===== src/rtl/rtg_pkg.sv =====
package rtg_pkg;
  typedef enum logic [1:0] {
    PH_SYNC  = 2'd0,
    PH_BACK  = 2'd1,
    PH_ACT   = 2'd2,
    PH_FRONT = 2'd3
  } phase_t;

  localparam int unsigned SEGS      = 4;
  localparam int unsigned AXES      = 2;
  localparam int unsigned NTMG      = SEGS * AXES;
  localparam int unsigned ADDR_CMD  = 0;
  localparam int unsigned ADDR_MASK = 1;
  localparam int unsigned ADDR_STAT = 2;
  localparam int unsigned ADDR_POL  = 3;
  localparam int unsigned ADDR_TMG  = 4;
endpackage


===== src/rtl/rtg_axis.sv =====
module rtg_axis
  import rtg_pkg::*;
#(
  parameter int unsigned CW = 12
) (
  input  logic                     clk,
  input  logic                     rst_n,
  input  logic                     run,
  input  logic                     step,
  input  logic [SEGS-1:0][CW-1:0]  seg_len,
  output phase_t                   phase_o,
  output logic [CW-1:0]            cnt_o,
  output logic                     wrap_o
);
  phase_t        phase_q;
  logic [CW-1:0] cnt_q;
  logic          last;
  logic [1:0]    nxt;

  // >= keeps the counter bounded if a length shrinks under it
  assign last = cnt_q >= seg_len[phase_q];
  assign nxt  = phase_q + 2'd1;

  always_ff @(posedge clk) begin
    if (!rst_n || !run) begin
      phase_q <= PH_SYNC;
      cnt_q   <= '0;
    end else if (step) begin
      if (last) begin
        cnt_q   <= '0;
        phase_q <= phase_t'(nxt);
      end else begin
        cnt_q <= cnt_q + 1'b1;
      end
    end
  end

  assign phase_o = phase_q;
  assign cnt_o   = cnt_q;
  assign wrap_o  = run && step && (phase_q == PH_FRONT) && last;
endmodule


===== src/rtl/rtg_regs.sv =====
module rtg_regs
  import rtg_pkg::*;
#(
  parameter int unsigned AW = 4,
  parameter int unsigned CW = 12
) (
  input  logic                    clk,
  input  logic                    rst_n,
  input  logic                    we,
  input  logic [AW-1:0]           addr,
  input  logic [CW-1:0]           wdata,
  input  logic                    frame_wrap,
  output logic [CW-1:0]           rdata,
  output logic                    run_o,
  output logic                    mask_o,
  output logic                    stat_o,
  output logic [3:0]              pol_o,
  output logic [NTMG-1:0][CW-1:0] tmg_o
);
  logic                    run_q, mask_q, stat_q;
  logic [3:0]              pol_q;
  logic [NTMG-1:0][CW-1:0] tmg_q;
  logic                    hit_cmd, hit_stat, start_evt, set_evt, clr_evt;

  assign hit_cmd   = we && (addr == AW'(ADDR_CMD));
  assign hit_stat  = we && (addr == AW'(ADDR_STAT));
  assign start_evt = hit_cmd && wdata[0] && !run_q;
  assign set_evt   = start_evt || frame_wrap;
  assign clr_evt   = hit_stat && wdata[0];

  always_ff @(posedge clk) begin
    if (!rst_n) begin
      run_q  <= 1'b0;
      mask_q <= 1'b0;
      stat_q <= 1'b0;
      pol_q  <= '0;
    end else begin
      if (hit_cmd) run_q <= wdata[0];
      if (we && addr == AW'(ADDR_MASK)) mask_q <= wdata[0];
      if (we && addr == AW'(ADDR_POL)) pol_q <= wdata[3:0];
      stat_q <= (stat_q && !clr_evt) || set_evt;
    end
  end

  for (genvar g = 0; g < NTMG; g++) begin : g_tmg
    always_ff @(posedge clk) begin
      if (!rst_n) tmg_q[g] <= '0;
      else if (we && addr == AW'(ADDR_TMG + g)) tmg_q[g] <= wdata;
    end
  end

  always_comb begin
    rdata = '0;
    if (addr == AW'(ADDR_CMD))  rdata[0]   = run_q;
    if (addr == AW'(ADDR_MASK)) rdata[0]   = mask_q;
    if (addr == AW'(ADDR_STAT)) rdata[0]   = stat_q;
    if (addr == AW'(ADDR_POL))  rdata[3:0] = pol_q;
    for (int g = 0; g < NTMG; g++) begin
      if (addr == AW'(ADDR_TMG + g)) rdata = tmg_q[g];
    end
  end

  assign run_o  = run_q;
  assign mask_o = mask_q;
  assign stat_o = stat_q;
  assign pol_o  = pol_q;
  assign tmg_o  = tmg_q;
endmodule


===== src/rtl/raster_timing_gen.sv =====
module raster_timing_gen
  import rtg_pkg::*;
#(
  parameter int unsigned AW = 4,
  parameter int unsigned CW = 12
) (
  input  logic          clk,
  input  logic          rst_n,
  input  logic          reg_we,
  input  logic [AW-1:0] reg_addr,
  input  logic [CW-1:0] reg_wdata,
  output logic [CW-1:0] reg_rdata,
  output logic          hsync_o,
  output logic          vsync_o,
  output logic          de_o,
  output logic          data_pol_o,
  output logic [CW-1:0] x_o,
  output logic [CW-1:0] y_o,
  output logic          irq_o
);
  logic                    run_q, mask_q, stat_q;
  logic [3:0]              pol_q;
  logic [NTMG-1:0][CW-1:0] tmg_q;
  logic [AXES:0]           carry;
  phase_t                  ph  [AXES];
  logic [CW-1:0]           cnt [AXES];
  logic                    hs_on, vs_on, h_act, v_act;

  rtg_regs #(.AW(AW), .CW(CW)) u_regs (
    .clk        (clk),
    .rst_n      (rst_n),
    .we         (reg_we),
    .addr       (reg_addr),
    .wdata      (reg_wdata),
    .frame_wrap (carry[AXES]),
    .rdata      (reg_rdata),
    .run_o      (run_q),
    .mask_o     (mask_q),
    .stat_o     (stat_q),
    .pol_o      (pol_q),
    .tmg_o      (tmg_q)
  );

  // axis 0 steps every pixel; each further axis steps on the wrap of the one below
  assign carry[0] = 1'b1;
  for (genvar a = 0; a < AXES; a++) begin : g_axis
    rtg_axis #(.CW(CW)) u_axis (
      .clk     (clk),
      .rst_n   (rst_n),
      .run     (run_q),
      .step    (carry[a]),
      .seg_len (tmg_q[a*SEGS +: SEGS]),
      .phase_o (ph[a]),
      .cnt_o   (cnt[a]),
      .wrap_o  (carry[a+1])
    );
  end

  assign hs_on = run_q && (ph[0] == PH_SYNC);
  assign vs_on = run_q && (ph[1] == PH_SYNC);
  assign h_act = run_q && (ph[0] == PH_ACT);
  assign v_act = run_q && (ph[1] == PH_ACT);

  assign hsync_o    = hs_on ? pol_q[0] : !pol_q[0];
  assign vsync_o    = vs_on ? pol_q[1] : !pol_q[1];
  assign de_o       = (h_act && v_act) ? pol_q[2] : !pol_q[2];
  assign data_pol_o = pol_q[3];
  assign x_o        = h_act ? cnt[0] : '0;
  assign y_o        = v_act ? cnt[1] : '0;
  assign irq_o      = stat_q && mask_q;
endmodule


===== config.mk =====
export PLATFORM = sky130hd
export DESIGN_NAME = raster_timing_gen
export DESIGN_NICKNAME = d
export VERILOG_FILES = /design/src/rtl/rtg_pkg.sv /design/src/rtl/rtg_axis.sv /design/src/rtl/rtg_regs.sv /design/src/rtl/raster_timing_gen.sv
export SDC_FILE = /design/constraint.sdc
export NUM_CORES = 1
export LEC_CHECK = 0
export BUFFER_PORTS_ARGS = -buffer_cell sky130_fd_sc_hd__buf_2
export CAP_MARGIN = 20
export CORE_MARGIN = 2
export CORE_UTILIZATION = 40
export DETAILED_ROUTE_END_ITERATION = 16
export PLACE_DENSITY = 0.61
export SLEW_MARGIN = 10
export SYNTH_ARGS = -nofsm -noshare
export SYNTH_HDL_FRONTEND = slang
export SYNTH_SLANG_ARGS = --single-unit

===== constraint.sdc =====
create_clock -name clk -period 3 [get_ports clk]
set_input_delay 0.6 -clock clk [delete_from_list [all_inputs] [get_ports clk]]
set_output_delay 0.6 -clock clk [all_outputs]
set_load 0.01 [all_outputs]

==> flow_summary.yaml <==
run_status:
  outcome: "completed"
yosys:
  synth.top_cells.by_count: "nand2_1, dfxtp_1, a21boi_0, nor2_1, nand3_1"
  avgSynthCellArea_um2: 8.21
  synth_top_area_share_pct: 34.7
  syn_area_um2: 7560
  yosys.area.top_type: "dfxtp_1"
  synth_seq_cells: 131
  synth_area_leaders: "dfxtp_1, nand2_1, a21boi_0, mux4_2, ha_1"
  synth_flop_cell: "dfxtp_1"
  async_flop_share_pct: 0
  postSynthCellCount: 920
  synth-edff-count: 0
  synth.most_common_cell: "nand2_1"
  yosysWarnings: 0
  ys_seq_area_share_pct: 34.7
  syn-num-nets: 971
  ys_types: 54
detailed_routing:
  dr.pass1.iters: 7
  routed_wirelength_mm: 22.5
  ant_nets: 0
  wl_per_cell_um: 18.5
  drt_iter0_markers: 487
  drc: 0
  via_per_inst: 5.62
  via_count: 6811
min_path:
  hold_path.class: "reg2reg"
  holdPathStages: 2
  holdPathEnd: "u_regs.tmg_o[53]"
  min_from: "u_regs.tmg_o[53]"
worst_setup_path:
  crit_fanout: 15
  cp.arrival_ns: 3.22
  cp.required_ns: 3.34
  r2r_slack_ns: 0.12
  cp-end-kind: "flip-flop"
  reg2reg_depth: 11
  critical_path_class: "reg2reg"
  r2r-start: "g_axis[0].u_axis.phase_o[0]"
  cp-start-kind: "flip-flop"
  r2r_end: "g_axis[1].u_axis.cnt_o[10]"
power:
  leakagePower_uw: 0.00320
  p_per_area_nw_per_um2: 460
  ir_drop_uv: 356
grt:
  grt_remaining_overflow: 0
  grt_max_degree: 63
  antenna_found_initial: 0
  track_usage_pct: 23.0
  grt_pass1_wl_mm: 35.6
  grt_pass1_vias: 6383
die:
  fp.dieH_um: 141
  core_um2: 18600
  fp.dieW_um: 141
  initial_core_util_pct: 40.5
  rows: 50
  boundaryPins: 60
  die_area_um2: 20000
sta:
  finalCriticalPeriod_ns: 2.88
  grt_setup_unrepaired: "yes"
  finalSetupViolations: 0
  hold_violations: 0
  skew_ns: 0.00917
  max_clock_freq_mhz: 347
  tightest_slew_ns: 0.834
  relSlewSlack_pct: 44.3
  fin_crit_sh_pct: 96.1
  worst_slack_ns: 0.118
  slew_violations: 0
placement:
  hpwl_mm: 15.9
  portBuffers: 59
  place_area_um2: 8150
  dp_slack_ns: 0.103
  gp_congestion: 0.889
clock_network:
  cts_tree: "done"
  numClockSinks: 131
  h-tree-depth: 4
  clkLatencyLatePin_ns: 0.42
  clock_path_buffers: 2
  cts_root_buf: "clkbuf_16"
  clk_pin_slew_ns: 0.06
  postCtsSetupBuffers: 0
  cts-buffers-inserted: 17
finish:
  nets: 1019
  multi_input_area_um2: 4470
  postLayoutCellArea_um2: 8700
  finalCoreUtilization_pct: 46.6
  drive_gt1_share_pct: 16.7
  seqCellArea_um2: 2620
  fillCellCount: 1862
  syn2layout_area_growth_pct: 15.1
  antenna_cells: 0
job:
  drv_cap: 0
-- layout make-up --
type / instances / area share [%]
Sequential cell: 131 / 30.2
Tap cell: 234 / 3.37
Clock buffer: 24 / 5.65
Timing Repair Buffer: 97 / 7.28
Multi-Input combinational cell: 685 / 51.4
Inverter: 36 / 1.55
Clock inverter: 5 / 0.604
-- cell usage in the layout, fill, tap and decap left out, types with 30 or more instances in the layout --
master,n
inv_1,36
mux4_2,30
nor2_1,46
ha_1,32
o21ai_0,30
and3_1,32
nand2_1,239
nand3_1,42
a21boi_0,101
buf_4,34
dfxtp_1,131
buf_2,58
-- metal layers --
metal	global-route usage, %	up-vias	wire length [um]
met4	6.79	0	507
met2	35.4	271	9990
li1	-	3286	-
met1	32.0	3219	10200
met3	5.60	35	1780
met5	0	-	0
-- how the worst max path moves through the flow --
stage / depth (start not counted) / end / from
floorplan: 12 / g_axis[0].u_axis.cnt_o[11] / g_axis[0].u_axis.phase_o[0]
global placement: 9 / reg_rdata[3] / reg_addr[0]
detailed placement: 10 / g_axis[0].u_axis.cnt_o[8] / g_axis[0].u_axis.phase_o[0]
CTS: 10 / g_axis[0].u_axis.cnt_o[8] / g_axis[0].u_axis.phase_o[0]
global route: 11 / g_axis[1].u_axis.cnt_o[10] / g_axis[0].u_axis.phase_o[0]
finish: 11 / g_axis[1].u_axis.cnt_o[10] / g_axis[0].u_axis.phase_o[0]
-- kinds of logic (layout without fill, tap and decap cells) --
group                      Yosys count  in the layout  share of synthesized area [%]
muxes                               43             43                           10.7
adders and majority gates           32             32                           5.30
xor gates and xnor gates            14             14                           1.62
DFF                                131            131                           34.7
and+or+nand+nor                    398            398                           22.7
buffers and inverters              104            162                           6.21
AOI/OAI and AO/OA                  198            198                           18.8
-- registers in the layout, summed over array words and instances (netlist names) --
| name | cells |
|---|---|
| u_regs.pol_o | 4 |
| u_regs.run_o | 1 |
| u_regs.stat_o | 1 |
| g_axis.u_axis.cnt_o | 24 |
| u_regs.mask_o | 1 |
| g_axis.u_axis.phase_o | 4 |
| u_regs.tmg_o | 96 |
-- worst max-delay path, cell delays in order, from the launching register on --
cell and delay [ns]:
dfxtp_1 0.36, buf_12 0.18, mux4_2 0.52, inv_1 0.07
ha_1 0.24, a211oi_2 0.26, nand2_1 0.10, a211oi_2 0.35
a21o_2 0.31, buf_4 0.20, nand2_1 0.06, a31oi_1 0.15
-- where the power goes --
part | total, uW | leakage (uW) | internal [uW] | switching [uW]
Sequential | 1770 | 0.00106 | 1760 | 15.8
Combinational | 274 | 0.00187 | 100 | 174
Clock | 1950 | 0.000268 | 1210 | 745
Total | 4000 | 0.00320 | 3070 | 935
-- per-stage QoR --
stage	cells	hold slack [ns]	total power, uW	TNS [ns]
after floorplan	920	0.450	1990	0
after global placement	1183	0.464	2080	0
after detailed placement	1183	0.473	2080	0
after CTS	1212	0.481	4020	0
after global routing	1212	0.507	4120	-0.132
final	1212	0.481	4000	0
-- what timing repair did --
| item | CTS | global route |
|---|---|---|
| hold buffers | 0 | 0 |
| endpoints found under the setup margin | 0 | 20 |
| gates resized for setup | 0 | 2 |
No activity file was read; power rests on OpenSTA's default activity.
